$ cat config.mk
export PLATFORM = sky130hd
export DESIGN_NAME = ssr_status_top
export DESIGN_NICKNAME = d
export VERILOG_FILES = /design/src/rtl/ssr_pkg.sv /design/src/rtl/ssr_sync.sv /design/src/rtl/ssr_set_gen.sv /design/src/rtl/ssr_sticky.sv /design/src/rtl/ssr_status_top.sv
export SDC_FILE = /design/constraint.sdc
export NUM_CORES = 1
export LEC_CHECK = 0
export CAP_MARGIN = 20
export CORE_UTILIZATION = 35
export CTS_BUF_LIST = sky130_fd_sc_hd__clkbuf_4
export CTS_CLUSTER_SIZE = 25
export DETAILED_ROUTE_END_ITERATION = 7
export PLACE_DENSITY_LB_ADDON = 0.12
export SLEW_MARGIN = 20
export SYNTH_ARGS = -nofsm -noshare
export SYNTH_HDL_FRONTEND = slang
export SYNTH_SLANG_ARGS = --single-unit
$ cat constraint.sdc
create_clock -name clk -period 0.8 [get_ports clk]
set_input_delay 0.12 -clock clk [delete_from_list [all_inputs] [get_ports clk]]
set_output_delay 0.12 -clock clk [all_outputs]
set_load 0.01 [all_outputs]
$ cat src/rtl/ssr_pkg.sv
// Shared definitions for the sticky status register.
// Assumes: nothing beyond standard SystemVerilog.
package ssr_pkg;

    // How a synchronised event sets its sticky bit
    typedef enum logic {
        SET_ON_LEVEL = 1'b0,
        SET_ON_RISE  = 1'b1
    } set_mode_e;

    // Depth of the event synchroniser in system-clock stages
    localparam int unsigned SYNC_STAGES_DEF = 2;

    // Next sticky value: keep unless cleared, set dominates the clear
    function automatic logic sticky_next(input logic cur,
                                         input logic clr,
                                         input logic set);
        return (cur & ~clr) | set;
    endfunction

endpackage

$ cat src/rtl/ssr_sync.sv
// Multi-stage flip-flop synchroniser for a vector of independent event lines.
// Assumes each line is a level held at least one full system-clock period
// (true for byte-clock pulses when the system clock is faster). Lines are
// not related to each other, so no bus coherency is implied across bits.
module ssr_sync #(
    parameter int unsigned N      = 8,
    parameter int unsigned STAGES = 2
) (
    input  logic         clk,
    input  logic         rst_n,
    input  logic [N-1:0] async_i,
    output logic [N-1:0] sync_o
);

    localparam int unsigned LAST = STAGES - 1;

    logic [N-1:0] stage_q [STAGES];

    // First stage: capture the asynchronous lines
    always_ff @(posedge clk) begin
        if (!rst_n) begin
            stage_q[0] <= '0;
        end else begin
            stage_q[0] <= async_i;
        end
    end

    // Remaining stages: let metastability settle
    for (genvar s = 1; s < STAGES; s++) begin : g_stage
        always_ff @(posedge clk) begin
            if (!rst_n) begin
                stage_q[s] <= '0;
            end else begin
                stage_q[s] <= stage_q[s-1];
            end
        end
    end

    assign sync_o = stage_q[LAST];

endmodule

$ cat src/rtl/ssr_set_gen.sv
// Turns synchronised event levels into per-bit set requests.
// Level mode passes the level through. Edge mode gives a one-cycle request
// on each 0->1 transition. Assumes sync_i is already in the clk domain.
module ssr_set_gen
    import ssr_pkg::*;
#(
    parameter int unsigned N = 8
) (
    input  logic         clk,
    input  logic         rst_n,
    input  set_mode_e    mode_i,
    input  logic [N-1:0] sync_i,
    output logic [N-1:0] set_o
);

    logic [N-1:0] prev_q;
    logic [N-1:0] rise;

    // Remember last cycle's synchronised level for edge detection
    always_ff @(posedge clk) begin
        if (!rst_n) begin
            prev_q <= '0;
        end else begin
            prev_q <= sync_i;
        end
    end

    // Per-bit rising edge and mode selection
    for (genvar b = 0; b < N; b++) begin : g_bit
        assign rise[b] = sync_i[b] & ~prev_q[b];

        // Pick the set source for this bit
        always_comb begin
            unique case (mode_i)
                SET_ON_RISE:  set_o[b] = rise[b];
                default:      set_o[b] = sync_i[b];
            endcase
        end
    end

endmodule

$ cat src/rtl/ssr_sticky.sv
// Bank of sticky bits with write-one-to-clear.
// A clear applies only while the write strobe is high. A set in the same
// cycle overrides the clear. Assumes set_i and the write port share clk.
module ssr_sticky
    import ssr_pkg::*;
#(
    parameter int unsigned N = 8
) (
    input  logic         clk,
    input  logic         rst_n,
    input  logic [N-1:0] set_i,
    input  logic         wr_en_i,
    input  logic [N-1:0] wr_clr_i,
    output logic [N-1:0] bits_o
);

    logic [N-1:0] clr;
    logic [N-1:0] bits_q;

    // Gate the clear mask with the write strobe
    assign clr = wr_en_i ? wr_clr_i : '0;

    for (genvar b = 0; b < N; b++) begin : g_bit
        // Hold, clear or set one status bit
        always_ff @(posedge clk) begin
            if (!rst_n) begin
                bits_q[b] <= 1'b0;
            end else begin
                bits_q[b] <= sticky_next(bits_q[b], clr[b], set_i[b]);
            end
        end
    end

    assign bits_o = bits_q;

endmodule

$ cat src/rtl/ssr_status_top.sv
// Cross-domain sticky status register, top level.
// Chain: event synchroniser -> set generator (level or rising edge) ->
// sticky bits with write-one-to-clear. Assumes evt_i comes from a slower
// clock, so each pulse lasts at least one clk period.
module ssr_status_top
    import ssr_pkg::*;
#(
    parameter int unsigned N           = 8,
    parameter int unsigned SYNC_STAGES = SYNC_STAGES_DEF
) (
    input  logic         clk,
    input  logic         rst_n,
    input  logic [N-1:0] evt_i,
    input  logic         edge_mode_i,
    input  logic         wr_en_i,
    input  logic [N-1:0] wr_clr_i,
    output logic [N-1:0] status_o
);

    logic [N-1:0] sync_lvl;
    logic [N-1:0] set_vec;
    set_mode_e    mode;

    // Decode the mode pin into the shared type
    assign mode = edge_mode_i ? SET_ON_RISE : SET_ON_LEVEL;

    ssr_sync #(.N(N), .STAGES(SYNC_STAGES)) u_sync (
        .clk     (clk),
        .rst_n   (rst_n),
        .async_i (evt_i),
        .sync_o  (sync_lvl)
    );

    ssr_set_gen #(.N(N)) u_setgen (
        .clk    (clk),
        .rst_n  (rst_n),
        .mode_i (mode),
        .sync_i (sync_lvl),
        .set_o  (set_vec)
    );

    ssr_sticky #(.N(N)) u_sticky (
        .clk      (clk),
        .rst_n    (rst_n),
        .set_i    (set_vec),
        .wr_en_i  (wr_en_i),
        .wr_clr_i (wr_clr_i),
        .bits_o   (status_o)
    );

endmodule

After elaboration in Yosys (flattened, before gate mapping)
Memory sizes are Yosys's and may differ from the RTL's.
Index checks and enable logic that the tools add are counted.
Widths: inputs -> output; s select.

word-level totals
  register bits = 16
  bits in writable memories = 16
  bits of input ports = 20
  output and inout bits = 8
  word-level logic and storage cells = 66
  memories kept = 1

cells by class
  multiplexer cells = 14
  bitwise gates (word level) = 42

memory list
  name            words  width  rd ports  clocked after Yosys merged registers in  write ports  RTL line        source
  u_sync.stage_q  2      8      2         0                                        2            ssr_sync.sv:17  logic [N-1:0] stage_q [STAGES];

operators with widths
  cell         number
  $mux 8       3
  $and 1x1->1  16
  $not 1->1    16
  $mux 1       11
  $or 1x1->1   10

Depth between registers and ports, before layout
  depth in word-level cells = 4
  gate-level depth with buffers = 3
  gate-level depth less buffers = 2

Modules after synthesis
From an unflattened synthesis, not the netlist that was laid out.

unflattened totals
  cells, all modules = 90
  area total of the unflattened synthesis = 1002.2 µm²

by module, submodules not included
  module       instances  cells an instance  area each (µm²)  sequential area each (µm²)
  ssr_sync     1          33                 446.7            320.3
  ssr_sticky   1          33                 285.3            160.2
  ssr_set_gen  1          24                 270.3            160.2

Worst setup path before layout
OpenSTA, ideal clock, no wires.

  path type = register to register
  start point = memory u_sync.stage_q[1][6]
  end point = register u_sticky.bits_q[6], in the netlist u_sticky.bits_o[6]
  setup time = 0.117 ns
  arrival = 0.622 ns
  data required time = 0.683 ns
  setup slack = 0.061 ns
  stages on the path, launching flop included = 3
  path buffers = 0
  period minus slack after synthesis = 0.739 ns
  cell sequence = dfxtp_1 and2_2 a32o_1

RTL lines
  what                            RTL line          source
  start: declaration              ssr_sync.sv:17
  end signal: indexed assignment  ssr_sticky.sv:29  bits_q[b] <= sticky_next(bits_q[b], clr[b], set_i[b]);
  end: declaration                ssr_sticky.sv:18  logic [N-1:0] bits_q;

Worst setup path in the final report
  start point = register u_sticky.bits_q[4], in the netlist u_sticky.bits_o[4]
  end point = output port status_o[4]

RTL lines
  what              RTL line              source
  end: declaration  ssr_status_top.sv:17  output logic [N-1:0] status_o

No word-level cell between the ends.

==> results.sh <==
export IMPL_status="finished with violations"
export IMPL_violations="negative setup slack"
export IMPL_overflow=0
export IMPL_worstPathMaxFanout=2
export IMPL_vias=671
export IMPL_detail_route_wl_per_cell_um=10.3
export IMPL_routabilityCongestion=0.643
export IMPL_hold_viol=0
export IMPL_drtIter0Drc=6
export IMPL_cts_tree="built"
export IMPL_period_share=1.11
export IMPL_seqCellArea_um2=651
export IMPL_drtPass1Iterations=4
export IMPL_postCtsHoldBufs=0
export IMPL_worstHoldPathType="in -> reg"
export IMPL_switching_share=0.216
export IMPL_p_per_area_nw_per_um2=1960
export IMPL_slew_headroom=0.908
export IMPL_synth_seq_area_share=0.654
export IMPL_yosys_warnings=0
export IMPL_combPwrFrac=0.102
export IMPL_die_w_um=54.9
export IMPL_regToRegSetupSlack_ns=0.02
export IMPL_cts_sinks=32
export IMPL_p_sw_w=0.000601
export IMPL_arrival_ns=0.77
export IMPL_p_total_w=0.00278
export IMPL_numCtsBuffers=5
export IMPL_layout_common_cells="24 x dfxtp_1, 17 x clkdlybuf4s50_1, 16 x and2_1, 15 x nand2_1, 11 x buf_6"
export IMPL_wl_met3_um=124
export IMPL_netlist_area_um2=980
export IMPL_die_height_um=54.9
export IMPL_die_area_um2=3010
export IMPL_slowest_stage="dfxtp_2"
export IMPL_cts_root_buf="clkbuf_4"
export IMPL_syn_nets=105
export IMPL_fin_cells=156
export IMPL_clk_latency_ns=0.31
export IMPL_ir_drop_mv=1.12
export IMPL_internal_power_w=0.00218
export IMPL_drc=0
export IMPL_synth_avg_cell_area_um2=11.5
export IMPL_drt_vias_per_instance=4.30
export IMPL_io_buffers=27
export IMPL_route_met2_wl_um=713
export IMPL_syn_inst=85
export IMPL_critical_path_cell_chain="buf_6"
export IMPL_p_clk_frac=0.291
export IMPL_rows=18
export IMPL_finClkSkew_ns=0.00859
export IMPL_placed_cells=147
export IMPL_grt_total_usage=0.130
export IMPL_grt_pass1_wl_mm=2.55
export IMPL_setup_violations=8
export IMPL_clkTransAtPathRegs_ns=0.09
export IMPL_grt_max_degree=11
export IMPL_crit_path_max_incr_delay_ns=0.34
export IMPL_start_util=0.382
export IMPL_fill_cells=250
export IMPL_ys_seq_elements=32
export IMPL_core_um2=2570
export IMPL_postRouteWirelength_mm=1.60
export IMPL_fmax_ghz=1.12
export IMPL_ios=28
export IMPL_wl_met1_um=748
export IMPL_max_slew_worst_pin_slew_ns=0.139
export IMPL_maxCapViolCount=0
export IMPL_worst_ep_required_time_ns=0.68
export IMPL_antenna_found_initial=0
export IMPL_multiInputGateArea_um2=310
export IMPL_place_hpwl_mm=1.10
export IMPL_cts_max_level=2
export IMPL_drive_gt1_frac=0.341
export IMPL_ant_nets=0
export IMPL_synth_cell_types=9
export IMPL_cts_path_max_buffers=2
export IMPL_crit_type="reg -> out"
export IMPL_grt_pass1_vias=597
export IMPL_period_needed_ns=0.889
export IMPL_critPathTopFamily="flip-flops"
export IMPL_worst_slack_ns=-0.0891
export IMPL_leakage_nw=0.599
export IMPL_n_antenna_cell=0
export IMPL_nNetsFinal=145
export IMPL_crit_path_end_kind="primary output"
export IMPL_power_frac_seq=0.606
export IMPL_final_common_cell="dfxtp_1"
export IMPL_top_layer_used="met4"
export IMPL_cp_start_kind="flip-flop"
export IMPL_grt_setup_unrepaired="yes"
export IMPL_critPathBufInv=1
export IMPL_drv_slew=0
export IMPL_areaGrowthSynthToFinish_pct=44.8
## registers in the layout, summed over array words and instances, names as in the netlist
signal	cells
u_setgen.prev_q	8
u_sync.stage_q	16
u_sticky.bits_o	8
## kinds of logic after synthesis
logic type             share of synthesized area
buffers and inverters                     0.0319
AOI/OAI and AO/OA                         0.0817
and+or+nand+nor                            0.232
DFF                                        0.654
## power groups by stage
| stage | clock [W] | sequential [W] | combinational (W) |
|---|---|---|---|
| 2_1_floorplan | 0 | 0.00172 | 0.0000962 |
| 3_3_place_gp | 0 | 0.00171 | 0.000273 |
| 3_5_place_dp | 0 | 0.00172 | 0.000278 |
| 4_1_cts | 0.000857 | 0.00169 | 0.000290 |
| 5_1_grt | 0.000952 | 0.00169 | 0.000312 |
| 6_report | 0.000810 | 0.00169 | 0.000285 |
## cells in the mapped netlist
cell type / count / area [µm²]
clkbuf_2: 2 / 10.0
and2_1: 16 / 100
and2_2: 2 / 15.0
buf_2: 2 / 10.0
dfxtp_1: 32 / 641
and2_4: 6 / 52.6
buf_6: 1 / 11.3
a32o_1: 8 / 80.1
nand2_1: 16 / 60.1
## routing by layer
metal / vias to the layer above / global-route usage
li1: 356 / -
met5: - / 0
met1: 287 / 0.146
met4: 0 / 0.0750
met3: 2 / 0.0656
met2: 26 / 0.197
## worst paths after layout
path / startpoint / end / depth (start not counted)
hold reg to reg: u_sync.stage_q[0][3]$_SDFF_PN0_ / u_sync.stage_q[1][3]$_SDFF_PN0_ / 1
hold / removal: evt_i[0] / u_sync.stage_q[0][0]$_SDFF_PN0_ / 2
setup / recovery: u_sticky.bits_o[4]$_SDFF_PN0_ / status_o[4] / 1
setup reg to reg: u_sticky.bits_o[4]$_SDFF_PN0_ / u_sticky.bits_o[4]$_SDFF_PN0_ / 2
## repair_timing
action                     4_1_cts  5_1_grt
buffers inserted                 0        0
pin swaps                        1        1
cloned                           1        0
resized for setup               54        0
setup endpoints to repair       32       10
## metrics by stage
stage | area (µm²) | util | setup WS [ns] | hold WS, ns | setup TNS, ns
2_1_floorplan | 980 | - | 0.0607 | 0.242 | 0
3_3_place_gp | 1330 | 0.519 | -0.418 | 0.415 | -11.67
3_5_place_dp | 1330 | 0.519 | -0.433 | 0.421 | -12.10
4_1_cts | 1420 | 0.553 | -0.107 | 0.346 | -0.782
5_1_grt | 1420 | 0.553 | -0.148 | 0.347 | -1.06
6_report | 1420 | 0.553 | -0.0891 | 0.361 | -0.628
## area by class of cell
| cell class | instances | share of cell area |
|---|---|---|
| clock buffer | 5 | 0.0265 |
| sequential | 32 | 0.459 |
| multi-input combinational | 48 | 0.219 |
| clock inverter | 3 | 0.00970 |
| timing repair buffer | 38 | 0.260 |
| tap | 30 | 0.0265 |
(Power assumes the default switching activity.)
